**src/rtl/wsp_pkg.sv**
```systemverilog
package wsp_pkg;
   typedef enum logic [1:0] {
      OP_WBACK = 2'd0,
      OP_SINV  = 2'd1,
      OP_PUSH  = 2'd2
   } push_op_e;
endpackage

```
**src/rtl/wsp_store_hist.sv**
```systemverilog
module wsp_store_hist #(
   parameter int PC_W  = 16,
   parameter int DEPTH = 8,
   localparam int IW   = $clog2(DEPTH)
) (
   input  logic            clk,
   input  logic            rst_n,
   input  logic            wr_en,
   input  logic [PC_W-1:0] wr_pc,
   output logic [IW-1:0]   wr_ptr,
   input  logic [IW-1:0]   rd_idx,
   output logic [PC_W-1:0] rd_pc,
   output logic            rd_vld
);
   logic [PC_W-1:0] mem [DEPTH];
   logic [DEPTH-1:0] vld;
   logic [IW-1:0]    wp;

   if ((1 << IW) != DEPTH) begin : g_depth_chk
      $error("store history depth must be a power of two");
   end

   always_ff @(posedge clk) begin
      if (!rst_n) begin
         wp  <= '0;
         vld <= '0;
         for (int i = 0; i < DEPTH; i++) mem[i] <= '0;
      end else if (wr_en) begin
         mem[wp] <= wr_pc;
         vld[wp] <= 1'b1;
         wp      <= wp + 1'b1;
      end
   end

   assign wr_ptr = wp;
   assign rd_pc  = mem[rd_idx];
   assign rd_vld = vld[rd_idx];


   slot_step_chk: assert property (@(posedge clk) disable iff (!rst_n)
      wr_en |=> wp == IW'($past(wp) + 1'b1));
endmodule

```
**src/rtl/wsp_pc_watch.sv**
```systemverilog
module wsp_pc_watch #(
   parameter int PC_W  = 16,
   parameter int DEPTH = 8,
   localparam int IW   = (DEPTH > 1) ? $clog2(DEPTH) : 1
) (
   input  logic            clk,
   input  logic            rst_n,
   input  logic            ins_en,
   input  logic [PC_W-1:0] ins_pc,
   input  logic [PC_W-1:0] look_pc,
   output logic            look_hit
);
   logic [PC_W-1:0]  mem [DEPTH];
   logic [DEPTH-1:0] vld;
   logic [IW-1:0]    wp;
   logic             ins_dup;

   always_comb begin
      look_hit = 1'b0;
      ins_dup  = 1'b0;
      for (int i = 0; i < DEPTH; i++) begin
         if (vld[i] && mem[i] == look_pc) look_hit = 1'b1;
         if (vld[i] && mem[i] == ins_pc)  ins_dup  = 1'b1;
      end
   end

   always_ff @(posedge clk) begin
      if (!rst_n) begin
         wp  <= '0;
         vld <= '0;
         for (int i = 0; i < DEPTH; i++) mem[i] <= '0;
      end else if (ins_en && !ins_dup) begin
         mem[wp] <= ins_pc;
         vld[wp] <= 1'b1;
         wp      <= (wp == IW'(DEPTH - 1)) ? '0 : wp + 1'b1;
      end
   end


   watch_fill_chk: assert property (@(posedge clk) disable iff (!rst_n)
      $countones(vld) == DEPTH |=> $countones(vld) == DEPTH);

   watch_dup_chk: assert property (@(posedge clk) disable iff (!rst_n)
      ins_en && ins_dup |=> $stable(wp));
endmodule

```
**src/rtl/wsp_push_buf.sv**
```systemverilog
module wsp_push_buf #(
   parameter int KW     = 15,
   parameter int DEPTH  = 8,
   parameter int DROP_W = 8,
   localparam int CW    = $clog2(DEPTH + 1),
   localparam int IW    = (DEPTH > 1) ? $clog2(DEPTH) : 1
) (
   input  logic              clk,
   input  logic              rst_n,
   input  logic              ins_en,
   input  logic [KW-1:0]     ins_key,
   input  logic              clr,
   input  logic [IW-1:0]     rd_idx,
   output logic [KW-1:0]     rd_key,
   output logic [CW-1:0]     count,
   output logic [DROP_W-1:0] drop_cnt
);
   logic [KW-1:0] mem [DEPTH];
   logic [CW-1:0] cnt;
   logic          dup, full;

   always_comb begin
      dup = 1'b0;
      for (int i = 0; i < DEPTH; i++)
         if (CW'(i) < cnt && mem[i] == ins_key) dup = 1'b1;
   end

   assign full   = (cnt == CW'(DEPTH));
   assign count  = cnt;
   assign rd_key = mem[rd_idx];

   always_ff @(posedge clk) begin
      if (!rst_n) begin
         cnt      <= '0;
         drop_cnt <= '0;
         for (int i = 0; i < DEPTH; i++) mem[i] <= '0;
      end else if (clr) begin
         cnt <= '0;
      end else if (ins_en && !dup) begin
         if (!full) begin
            mem[cnt[IW-1:0]] <= ins_key;
            cnt              <= cnt + 1'b1;
         end else if (drop_cnt != '1) begin
            drop_cnt <= drop_cnt + 1'b1;
         end
      end
   end


   cnt_bound_chk: assert property (@(posedge clk) disable iff (!rst_n)
      cnt <= CW'(DEPTH));

   drop_when_full_chk: assert property (@(posedge clk) disable iff (!rst_n)
      drop_cnt != $past(drop_cnt) |-> $past(cnt) == CW'(DEPTH));

   clr_empty_chk: assert property (@(posedge clk) disable iff (!rst_n)
      clr |=> cnt == '0);
endmodule

```
**src/rtl/wsp_drain_seq.sv**
```systemverilog
module wsp_drain_seq
   import wsp_pkg::*;
#(
   parameter int KW      = 15,
   parameter int DEPTH   = 8,
   parameter int NUM_CPU = 4,
   parameter int SELF_ID = 1,
   localparam int CW     = $clog2(DEPTH + 1),
   localparam int IW     = (DEPTH > 1) ? $clog2(DEPTH) : 1,
   localparam int PW     = $clog2(NUM_CPU)
) (
   input  logic          clk,
   input  logic          rst_n,
   input  logic          commit,
   input  logic [CW-1:0] count,
   output logic [IW-1:0] rd_idx,
   input  logic [KW-1:0] rd_key,
   output logic          cmd_valid,
   input  logic          cmd_ready,
   output push_op_e      cmd_op,
   output logic [KW-1:0] cmd_key,
   output logic [PW-1:0] cmd_dest,
   output logic          busy,
   output logic          done,
   output logic          clr
);
   localparam logic [PW-1:0] SELF = PW'(SELF_ID);
   localparam logic [PW-1:0] LAST = PW'(NUM_CPU - 1);

   function automatic logic [PW-1:0] next_peer(input logic [PW-1:0] d);
      logic [PW-1:0] n;
      n = (d == LAST) ? '0 : d + 1'b1;
      if (n == SELF) n = (n == LAST) ? '0 : n + 1'b1;
      return n;
   endfunction

   logic          run;
   logic [CW-1:0] idx;
   push_op_e      phase;
   logic [PW-1:0] dest;

   assign busy      = run;
   assign cmd_valid = run && (idx < count);
   assign done      = run && (idx == count);
   assign clr       = done;
   assign rd_idx    = idx[IW-1:0];
   assign cmd_key   = rd_key;
   assign cmd_op    = phase;
   assign cmd_dest  = dest;

   always_ff @(posedge clk) begin
      if (!rst_n) begin
         run   <= 1'b0;
         idx   <= '0;
         phase <= OP_WBACK;
         dest  <= next_peer(SELF);
      end else if (!run) begin
         if (commit) begin
            run   <= 1'b1;
            idx   <= '0;
            phase <= OP_WBACK;
         end
      end else if (done) begin
         run <= 1'b0;
      end else if (cmd_valid && cmd_ready) begin
         case (phase)
            OP_WBACK: phase <= OP_SINV;
            OP_SINV:  phase <= OP_PUSH;
            default: begin
               phase <= OP_WBACK;
               idx   <= idx + 1'b1;
               dest  <= next_peer(dest);
            end
         endcase
      end
   end


   cmd_hold_chk: assert property (@(posedge clk) disable iff (!rst_n)
      cmd_valid && !cmd_ready |=> cmd_valid && $stable(cmd_op) && $stable(cmd_key) && $stable(cmd_dest));

   dest_not_self_chk: assert property (@(posedge clk) disable iff (!rst_n)
      cmd_valid |-> cmd_dest != SELF);

   done_pulse_chk: assert property (@(posedge clk) disable iff (!rst_n)
      done |=> !done && !busy);

   op_order_chk: assert property (@(posedge clk) disable iff (!rst_n)
      cmd_valid && cmd_ready && cmd_op == OP_WBACK |=> cmd_op == OP_SINV);
endmodule

```
**src/rtl/wsp_push_predictor.sv**
```systemverilog
module wsp_push_predictor
   import wsp_pkg::*;
#(
   parameter int PC_W       = 16,
   parameter int TAG_W      = 12,
   parameter int HIST_DEPTH = 8,
   parameter int WATCH_DEPTH = 8,
   parameter int PUSH_DEPTH = 8,
   parameter int NUM_CPU    = 4,
   parameter int SELF_ID    = 1,
   parameter int DROP_W     = 8,
   localparam int SW        = $clog2(HIST_DEPTH),
   localparam int KW        = TAG_W + SW,
   localparam int PW        = $clog2(NUM_CPU),
   localparam int CW        = $clog2(PUSH_DEPTH + 1),
   localparam int QW        = (PUSH_DEPTH > 1) ? $clog2(PUSH_DEPTH) : 1
) (
   input  logic              clk,
   input  logic              rst_n,
   input  logic              st_valid,
   input  logic [PC_W-1:0]   st_pc,
   input  logic [TAG_W-1:0]  st_tag,
   output logic              st_busy,
   output logic [SW-1:0]     st_slot,
   input  logic              cwb_valid,
   input  logic [SW-1:0]     cwb_slot,
   input  logic              commit,
   output logic              cmd_valid,
   input  logic              cmd_ready,
   output logic [1:0]        cmd_op,
   output logic [KW-1:0]     cmd_line,
   output logic [PW-1:0]     cmd_dest,
   output logic              commit_done,
   output logic [DROP_W-1:0] drop_cnt
);
   if (NUM_CPU < 2) begin : g_cpu_chk
      $error("at least two CPUs are needed for a peer");
   end
   if (SELF_ID < 0 || SELF_ID >= NUM_CPU) begin : g_self_chk
      $error("own CPU number out of range");
   end
   if (HIST_DEPTH < 2 || WATCH_DEPTH < 1 || PUSH_DEPTH < 1) begin : g_depth_chk
      $error("table depths too small");
   end

   logic            st_fire, watch_hit, hist_vld, drain_busy, drain_clr;
   logic [PC_W-1:0] hist_pc;
   logic [CW-1:0]   q_count;
   logic [QW-1:0]   q_rd_idx;
   logic [KW-1:0]   q_rd_key;
   push_op_e        op_e;

   assign st_fire = st_valid && !drain_busy;
   assign st_busy = drain_busy;
   assign cmd_op  = op_e;

   wsp_store_hist #(.PC_W(PC_W), .DEPTH(HIST_DEPTH)) u_hist (
      .clk(clk), .rst_n(rst_n),
      .wr_en(st_fire), .wr_pc(st_pc), .wr_ptr(st_slot),
      .rd_idx(cwb_slot), .rd_pc(hist_pc), .rd_vld(hist_vld)
   );

   wsp_pc_watch #(.PC_W(PC_W), .DEPTH(WATCH_DEPTH)) u_watch (
      .clk(clk), .rst_n(rst_n),
      .ins_en(cwb_valid && hist_vld), .ins_pc(hist_pc),
      .look_pc(st_pc), .look_hit(watch_hit)
   );

   wsp_push_buf #(.KW(KW), .DEPTH(PUSH_DEPTH), .DROP_W(DROP_W)) u_pbuf (
      .clk(clk), .rst_n(rst_n),
      .ins_en(st_fire && watch_hit), .ins_key({st_tag, st_slot}),
      .clr(drain_clr), .rd_idx(q_rd_idx), .rd_key(q_rd_key),
      .count(q_count), .drop_cnt(drop_cnt)
   );

   wsp_drain_seq #(.KW(KW), .DEPTH(PUSH_DEPTH), .NUM_CPU(NUM_CPU), .SELF_ID(SELF_ID)) u_drain (
      .clk(clk), .rst_n(rst_n),
      .commit(commit), .count(q_count),
      .rd_idx(q_rd_idx), .rd_key(q_rd_key),
      .cmd_valid(cmd_valid), .cmd_ready(cmd_ready),
      .cmd_op(op_e), .cmd_key(cmd_line), .cmd_dest(cmd_dest),
      .busy(drain_busy), .done(commit_done), .clr(drain_clr)
   );


   busy_blocks_store_chk: assert property (@(posedge clk) disable iff (!rst_n)
      st_busy |=> $stable(st_slot));

   busy_follows_commit_chk: assert property (@(posedge clk) disable iff (!rst_n)
      commit && !st_busy |=> st_busy);
endmodule

```
**config.mk**
```make
export PLATFORM = sky130hd
export DESIGN_NAME = wsp_push_predictor
export DESIGN_NICKNAME = d
export VERILOG_FILES = /design/src/rtl/wsp_pkg.sv /design/src/rtl/wsp_store_hist.sv /design/src/rtl/wsp_pc_watch.sv /design/src/rtl/wsp_push_buf.sv /design/src/rtl/wsp_drain_seq.sv /design/src/rtl/wsp_push_predictor.sv
export SDC_FILE = /design/constraint.sdc
export NUM_CORES = 1
export LEC_CHECK = 0
export ABC_AREA = 1
export BUFFER_PORTS_ARGS = -buffer_cell sky130_fd_sc_hd__buf_2
export CORE_MARGIN = 2
export CORE_UTILIZATION = 55
export CTS_CLUSTER_SIZE = 25
export DETAILED_ROUTE_END_ITERATION = 16
export PLACE_DENSITY = 0.79
export SLEW_MARGIN = 20
export SYNTH_ARGS = -nofsm -noshare
export SYNTH_HDL_FRONTEND = slang
export SYNTH_SLANG_ARGS = --single-unit
```
**constraint.sdc**
```tcl
create_clock -name clk -period 3.6 [get_ports clk]
set_input_delay 0.36 -clock clk [delete_from_list [all_inputs] [get_ports clk]]
set_output_delay 0.36 -clock clk [all_outputs]
set_load 0.02 [all_outputs]
```
**Word level (Yosys, flattened, before mapping)**

Memory sizes are Yosys's and may differ from the RTL's. A register that Yosys moved wholly into a read port is not among the register bits.
Cells that the tools add are included.

- $add $sub $neg: 7
- Magnitude comparators: 14
- Equal/unequal tests: 35
- Multiplexer cells: 70
- Bitwise logic cells: 6
- Reductions and logical operators: 49

Operator list:

| cell | count |
|---|---|
| $eq A16 B16 Y1 | 16 |
| $eq A15 B15 Y1 | 8 |
| $mux W1 | 45 |
| $logic_and A1 B1 Y1 | 34 |
| $mux W16 | 2 |
| $reduce_or A16 Y1 | 2 |
| $mux W4 | 5 |
| $mux W3 | 6 |
| $lt A3 B4 Y1 const A | 4 |
| $or A8 B8 Y8 | 2 |
| $mux W15 | 1 |
| $reduce_or A15 Y1 | 1 |
| $mux W2 | 7 |
| $lt A3 B4 Y1 const B | 3 |
| $reduce_and A4 Y1 | 3 |
| $add A4 B1 Y4 const B | 2 |
| $add A8 B1 Y8 const B | 1 |
| $lt A1 B4 Y1 const A | 2 |
| $lt A2 B4 Y1 const A | 2 |
| $ne A8 B8 Y1 const B | 1 |
| $add A3 B1 Y3 const B | 2 |
| $demux W1 S3 | 2 |
| $ge A3 B1 Y1 const B | 2 |
| $ne A2 B2 Y1 const B | 3 |
| 16 further kinds | 25 |

- Register bits: 43
- RAM bits: 376
- Input bits: 37
- Word-level logic and storage cells: 194
- Memories kept: 3

Memories:

| memory | depth | bits a word | rd ports | clocked after Yosys merged registers in | wr ports | line | source |
|---|---|---|---|---|---|---|---|
| u_hist.mem | 8 | 16 | 1 | 0 | 8 | wsp_store_hist.sv:15 | `logic [PC_W-1:0] mem [DEPTH];` |
| u_watch.mem | 8 | 16 | 8 | 0 | 8 | wsp_pc_watch.sv:13 | `logic [PC_W-1:0] mem [DEPTH];` |
| u_pbuf.mem | 8 | 15 | 9 | 1 | 8 | wsp_push_buf.sv:18 | `logic [KW-1:0] mem [DEPTH];` |

**Depth between registers and ports, before layout**

Gate-level depths: netlist of run 1.

- Depth after elaboration: 18
- Mapped depth: 22

**Hierarchy**

From an unflattened synthesis of run 1, not the netlist that was laid out.

- Cell total of the unflattened synthesis: 3133
- Area total of the unflattened synthesis: 25134.1 um^2

Modules (own cells, without submodules):

| module | times used | cells each | area an instance (um^2) | seq. area each (um^2) |
|---|---|---|---|---|
| wsp_pc_watch | 1 | 1164 | 9117.5 | 4063.9 |
| wsp_push_buf | 1 | 1064 | 8550.7 | 3843.7 |
| wsp_store_hist | 1 | 791 | 6700.2 | 4063.9 |
| wsp_drain_seq | 1 | 107 | 734.5 | 180.2 |
| wsp_push_predictor | 1 | 7 | 31.3 | 0.0 |

**Worst setup path before layout of run 1**

Ideal clock, no wire load.

- Kind: input to register
- Start: in cwb_slot[0]
- End: mem u_watch.mem[1][0] (enable)
- Library setup time: 0.372 ns
- Arrival time: 2.716 ns
- Path slack: 0.513 ns
- Stages on the path: 19
- Path buffers: 5
- Path through: buf_6 > inv_4 > buf_6 > buf_6 > nand2_1 > nand2_1 > nand2_1 > nand3_1 > nand2_2 > buf_4 > xor2_1 > o21ai_1 > nor2_1 > nand3_1 > nand2_2 > nor2_8 > nand3_4 > buf_6 > nand2_1

RTL lines:

| element | line | source |
|---|---|---|
| start: declaration | wsp_push_predictor.sv:26 | `input logic [SW-1:0] cwb_slot,` |
| end: declaration | wsp_pc_watch.sv:13 |  |

==> out/results.ini, run 1 <==
[floorplan]
die_y_um=217.9
fp.dieW_um=217.9
ios=70
core-area_mm2=0.04528
rows=78
dieArea_mm2=0.04748
start_util_pct=55.57

[pwr]
ir_drop_mv=0.4040
clkPwrFrac_pct=40.1
seqPwrFrac_pct=44.6
p_comb_share_pct=15.3
p_int_mw=9.206
swShare_pct=27.98
p_total_mw=12.78
power_leakage_nw=12.20
cellPowerDensity_mw_per_mm2=447.7
p_switching_mw=3.576

[run_status]
status=finished clean

[placed_design]
dp.cells=3816
place_area_mm2=0.02690
gp_congestion=1.038
portBuffers=69
dpl.hpwl_um=60080

[synth]
yosysWarnings=0
synthArstFlopShare_pct=0
synthCells=3140
ys_top_cells_by_area=edfxtp_1 (45%), nand2_1 (11%), nor2_1 (10%)
synth-main-ff-cell=edfxtp_1
ys_seq_elements=422
synth_area_mm2=0.02516
synth_most_common_cell=nand2_1
synth_common_cells=nand2_1 (706), nor2_1 (674), edfxtp_1 (376)
synth_area_leader_cell=edfxtp_1
yosys.area.top_type_share_pct=44.87
synth_edf_count=376
ys_seq_area_share_pct=48.53
ys_types=43
syn_avg_cell_area_um2=8.014
syn-num-nets=3188

[critical_path]
crit_family=simple AND/OR/NAND/NOR gates
worst-path-buf-inv=1
cpMaxStageDelayCell=dfxtp_1
arrival_ns=3.58
crit_required_ns=3.90
cp-end-kind=register
path_common_cell=nand2_1
worstPathCellList=xnor2_1, nand4_1, nor2_1, nand2_1, nand3_1, o21ai_0, nand3_1, nor2_2, nand2_1, nor2_2, nand2_2, nand2_1, buf_12
startpoint_type=register
slowest_delay_ns=0.81
crit_type=register to register
worst-path-max-fanout=15

[detailed_routing]
finalWirelength_um=86260
post_drt_wl_per_cell_um=22.11
ant_nets=0
route.detailed.drc=0
drtIter0Drc=3118
via_per_inst=5.904
vias=23039
firstDrtPassIters=6

[global_routing]
grt.total_usage_pct=36.60
grt_busiest_layer=met2
grt_pass1_vias=22261
grt.met2_usage_pct=56.92
grt_max_degree=65
use_met1_pct=48.78
antenna_found_initial=2
gr-total-overflow=0
grt_pass1_wl_um=130500
grtUsageMet3_pct=7.127

[clocking]
clock_path_buffers=3
clock-root-buffer=clkbuf_16
cts_resized=0
post_cts_buffers=0
clkSinkCount=422
cts_tree=done
cts_made_buffers=46
cts_max_level=2
insertion_delay_ns=0.62
hold_buffers=0
clk_pin_slew_ns=0.06

[final_layout]
drive_gt1_share_pct=13.26
final_area_mm2=0.02855
area_growth_pct=13.46
diodes=0
final_nets=3312
fin_cells=3902
fill_cells=3857

[sta]
setup_viol=0
whs_ns=0.1199
relSlewSlack_pct=31.63
worst_pin_slew_ns=1.026
fin_worst_skew_ns=0.04608
max_freq_ghz=0.3050
min_period_over_period_pct=91.08
hold_viol_final=0
finalSetupTns_ns=0
maxSlewViolCount=0
rsz0062_at_grt=no
final.min_clock_period_ns=3.279

[min_path]
holdCritPathClass=input pin to register

[run]
max_cap_viol_count=0

## cell usage in the layout (no fill, tap or decap), types with 8 or more instances in the layout
cell type  count
edfxtp_1     376
dfxtp_1       45
nand4_1       72
nand2_1      706
xnor2_1      107
nor3b_1       10
inv_1        301
or2_2         17
o21ai_1       12
buf_12        24
buf_4        137
o22ai_1       30
o21ai_0      111
a21oi_1       42
ha_1          11
clkbuf_16     47
nand3_2       20
nand2_2       15
nand3_1      174
o211ai_1       9
nor3_1        43
nor2_1       674
buf_2         69
xor2_1        63
nand3_4        8
clkinv_1      20
a31oi_1       16
nor2_2        68
nand3b_1      20
## cells by family (layout without fill, tap and decap cells)
kind of cell             Yosys count  count (layout)  share of synthesized area [%]
AO/OA/AOI/OAI                    229             229                          5.007
XOR/XNOR                         170             170                          5.917
adder cells (fa/ha/maj)           11              11                         0.5469
buffers and inverters            470             632                          8.169
flip-flops                       422             422                          48.53
AND/OR/NAND/NOR                 1838            1838                          31.83
## worst reg2reg max path: cells and delay by family (launching register included)
kind	cells	cell delay (ns)
AOI/OAI and AO/OA	1	0.36
buffers and inverters	1	0.20
DFF	1	0.81
xor gates and xnor gates	1	0.24
and+or+nand+nor	10	1.35
## metrics by stage
step	setup WS, ns	util (%)
after floorplan	0.5126	-
after global placement	0.1342	59.41
after detailed placement	0.08532	59.41
after CTS	0.4670	63.05
after global routing	0.1552	63.05
final	0.3211	63.05
## power groups by stage
stage	Clock, mW	Combinational, mW	Sequential, mW
after floorplan	0	1.20	5.74
after global placement	0	1.87	5.78
after detailed placement	0	1.89	5.79
after CTS	5.14	1.91	5.69
after global routing	5.31	2.09	5.72
final	5.13	1.96	5.70
## per-layer routing
metal | wire [um] | up-vias
li1 | - | 10400
met2 | 38320 | 1537
met1 | 32970 | 10751
met5 | 28 | -
met3 | 9940 | 347
met4 | 4999 | 4
## cell type report
type / instances / area, um^2 / share of cell area, %
Inverter: 316 / 1189 / 4.163
Tap cell: 600 / 750.7 / 2.629
Timing Repair Buffer: 230 / 1854 / 6.495
Multi-Input combinational cell: 2248 / 10900 / 38.17
Clock inverter: 25 / 349.1 / 1.223
Sequential cell: 422 / 12210 / 42.78
Clock buffer: 61 / 1299 / 4.549
## flip-flops by register name (all words and copies together), names as in the netlist, named ones only
| name | cells |
|---|---|
| u_pbuf.drop_cnt | 8 |
| u_watch.mem | 128 |
| u_hist.mem | 128 |
| u_hist.wr_ptr | 3 |
| u_drain.idx | 4 |
| u_hist.vld | 8 |
| u_drain.cmd_dest | 2 |
| u_drain.cmd_op | 2 |
| u_watch.vld | 8 |
| u_drain.busy | 1 |
| u_pbuf.mem | 120 |
| u_watch.wp | 3 |
| u_pbuf.count | 4 |
## final timing paths
path                            startpoint                         endpoint  slack (ns)  depth (start not counted)
max          u_hist.wr_ptr[2]$_SDFFE_PN0P_  u_pbuf.mem[0][12]$_SDFFCE_PN0P_        0.32                         13
min                                 commit          u_drain.busy$_SDFF_PN0_        0.12                          5
max reg2reg  u_hist.wr_ptr[2]$_SDFFE_PN0P_  u_pbuf.mem[0][12]$_SDFFCE_PN0P_        0.32                         13
min reg2reg     u_hist.vld[3]$_SDFFE_PN0P_       u_hist.vld[3]$_SDFFE_PN0P_        0.45                          2
(Power assumes the default switching activity.)
==> run 2, diff against run 1 <==
--- a/config.mk
+++ b/config.mk
@@ -8,10 +8,10 @@
 export ABC_AREA = 1
 export BUFFER_PORTS_ARGS = -buffer_cell sky130_fd_sc_hd__buf_2
 export CORE_MARGIN = 2
-export CORE_UTILIZATION = 55
+export CORE_UTILIZATION = 40
 export CTS_CLUSTER_SIZE = 25
 export DETAILED_ROUTE_END_ITERATION = 16
-export PLACE_DENSITY = 0.79
+export PLACE_DENSITY = 0.62
 export SLEW_MARGIN = 20
 export SYNTH_ARGS = -nofsm -noshare
 export SYNTH_HDL_FRONTEND = slang
==> run 2 against run 1 <==
  * Clock power grew 1%
  * Largest cell class unchanged
  * Global-route usage shrank 9.1 points
  * Cell count grew 6.9%
  * Highest routed layer is now met4
  * Non-clock buffer count grew 26
  * Cell area grew 1.8%
==> out/results.ini, run 2 (synthesized netlist as in run 1, its figures left out) <==
[detailed_routing]
ant_nets=0  ; unchanged
route.detailed.drc=0  ; unchanged
firstDrtPassIters=6  ; unchanged
post_drt_wl_per_cell_um=21.37  ; -3.3%
drtIter0Drc=2672  ; -14%
via_per_inst=5.359  ; -9.2%
finalWirelength_um=89120  ; +3.3%
vias=22347  ; -3.0%

[critical_path]
rrSetupSlack_ns=0.45  ; +0.13 ns
crit_path_end=u_pbuf.mem[0][0]$_SDFFCE_PN0P_
cp-end-kind=register
critPathLaunch=u_pbuf.count[1]$_SDFFE_PP0P_
rr_startpoint=u_pbuf.count[1]$_SDFFE_PP0P_
crit_type=register to register
reg2reg_depth=15  ; +2
startpoint_type=register
crit_required_ns=3.90  ; about the same
worst-path-max-fanout=12  ; -3
arrival_ns=3.45  ; -0.13 ns
rr_endpoint=u_pbuf.mem[0][0]$_SDFFCE_PN0P_

[placed_design]
portBuffers=69  ; unchanged
gp_congestion=1.072  ; +3.2%
dpl.hpwl_um=63500  ; +5.7%
place_area_mm2=0.02741  ; +1.9%

[pwr]
swShare_pct=28.35  ; +0.38 points
clkPwrFrac_pct=40.2  ; about the same
p_int_mw=9.239  ; +0.36%
p_switching_mw=3.656  ; +2.2%
p_comb_share_pct=15.6  ; +0.3 points
ir_drop_mv=0.3734  ; -7.6%
seqPwrFrac_pct=44.2  ; -0.4 points
power_leakage_nw=12.34  ; +1.1%
cellPowerDensity_mw_per_mm2=443.6  ; -0.92%

[floorplan]
start_util_pct=40.63  ; -15 points
rows=91  ; +17%
core-area_mm2=0.06194  ; +37%
fp.dieW_um=254.8  ; +17%
die_y_um=254.8  ; +17%
dieArea_mm2=0.06493  ; +37%
ios=70  ; unchanged

[sta]
max_freq_ghz=0.3175  ; +4.1%
rsz0062_at_grt=no
finalSetupTns_ns=0  ; unchanged
maxSlewViolCount=0  ; unchanged
hold_viol_final=0  ; unchanged
worst_pin_slew_ns=0.8575  ; -0.1680 ns
relSlewSlack_pct=42.69  ; +11 points
final.min_clock_period_ns=3.150  ; -0.1293 ns
setup_viol=0  ; unchanged
fin_worst_skew_ns=0.02693  ; -0.01916 ns
min_period_over_period_pct=87.49  ; -3.6 points

[global_routing]
grt_max_degree=40  ; -38%
gr-total-overflow=0  ; unchanged
antenna_found_initial=1  ; -1
grt.total_usage_pct=27.51  ; -9.1 points
grt_pass1_vias=21213  ; -4.7%
grt_pass1_wl_um=132500  ; +1.5%

[clocking]
cts_resized=0  ; unchanged
hold_buffers=0  ; unchanged
clock_path_buffers=3  ; unchanged
clkSinkCount=422  ; unchanged
cts_made_buffers=49  ; +6.5%
cts_max_level=2  ; unchanged
insertion_delay_ns=0.61  ; about the same
cts_tree=done
clock-root-buffer=clkbuf_16
post_cts_buffers=0  ; unchanged
clk_pin_slew_ns=0.06  ; about the same

[min_path]
holdCritPathClass=input pin to register

[final_layout]
area_growth_pct=15.52
drive_gt1_share_pct=13.95  ; +0.69 points
final_nets=3341  ; +0.88%
fill_cells=6130  ; +59%
final_area_mm2=0.02907  ; +1.8%
layout_commonest_cell=nand2_1
reg_top3=u_hist.mem (128), u_watch.mem (128), u_pbuf.mem (120)
mostFrequentLayoutCells=nand2_1 (706), nor2_1 (674), edfxtp_1 (376), inv_1 (301), nand3_1 (174)
diodes=0  ; unchanged

[run_status]
status=finished clean

[run]
max_cap_viol_count=0  ; unchanged

[run 2: cell types whose count changed in the layout (fill, tap and decap cells not counted), sizes merged]
cell    delta
buf       +26
clkinv     +8
clkbuf     -3
[run 2: worst min-delay path by stage]
| stage | start | endpoint | slack, ns | depth (start not counted) |
|---|---|---|---|---|
| 5_1_grt | commit | u_drain.busy$_SDFF_PN0_ | 0.16 | 5 |
| 4_1_cts | commit | u_drain.busy$_SDFF_PN0_ | 0.1 | 5 |
| 3_3_place_gp | u_hist.vld[0]$_SDFFE_PN0P_ | u_hist.vld[0]$_SDFFE_PN0P_ | 0.43 | 2 |
| 3_5_place_dp | u_hist.vld[3]$_SDFFE_PN0P_ | u_hist.vld[3]$_SDFFE_PN0P_ | 0.43 | 2 |
| 2_1_floorplan | u_hist.vld[0]$_SDFFE_PN0P_ | u_hist.vld[0]$_SDFFE_PN0P_ | 0.42 | 2 |
| 6_report | commit | u_drain.busy$_SDFF_PN0_ | 0.12 | 5 |
[run 2: cell type report]
| type | instances | area, um^2 | share of cell area [%] |
|---|---|---|---|
| Inverter | 316 | 1189 | 4.089 |
| Clock buffer | 58 | 1281 | 4.407 |
| Timing Repair Buffer | 256 | 2064 | 7.102 |
| Multi-Input combinational cell | 2248 | 10900 | 37.48 |
| Tap cell | 837 | 1047 | 3.602 |
| Clock inverter | 33 | 379.1 | 1.304 |
| Sequential cell | 422 | 12210 | 42.01 |
[run 2: per-stage QoR]
stage / instances / power, mW / utilization [%] / worst slack, ns / hold WS, ns
after floorplan: 3140 / 6.934 / - / 0.5126 / 0.4186
after global placement: 4079 / 7.766 / 44.25 / 0.2106 / 0.4267
after detailed placement: 4079 / 7.765 / 44.25 / 0.1858 / 0.4321
after CTS: 4170 / 12.92 / 46.93 / 0.4770 / 0.09843
after global routing: 4170 / 13.32 / 46.93 / 0.2784 / 0.1600
final: 4170 / 12.90 / 46.93 / 0.4504 / 0.1197
[run 2: critical path, stage by stage (launching register included)]
cell and delay [ns]:
dfxtp_1 0.38, inv_1 0.15, ha_1 0.19, nand3_1 0.19, nand4_1 0.18, nor2_1 0.08, nand2_1 0.11, nand3_1 0.10
o21ai_0 0.34, nand3_1 0.20, nor2_2 0.13, nand2_1 0.09, nor2_2 0.24, nand2_2 0.08, nand2_1 0.21, buf_12 0.18
[run 2: power by group through the flow]
stage | combinational [mW] | sequential (mW) | clock, mW
2_1_floorplan | 1.20 | 5.74 | 0
3_3_place_gp | 1.98 | 5.79 | 0
3_5_place_dp | 1.97 | 5.79 | 0
4_1_cts | 1.98 | 5.69 | 5.25
5_1_grt | 2.16 | 5.71 | 5.44
6_report | 2.02 | 5.70 | 5.18
[run 2: routing by layer]
metal	routed length [um]	GRT usage, %	vias to the layer above
li1	-	-	10482
met1	35740	36.35	10445
met2	40500	44.09	1173
met3	8424	4.607	247
met4	4462	13.03	0
met5	0	0	-
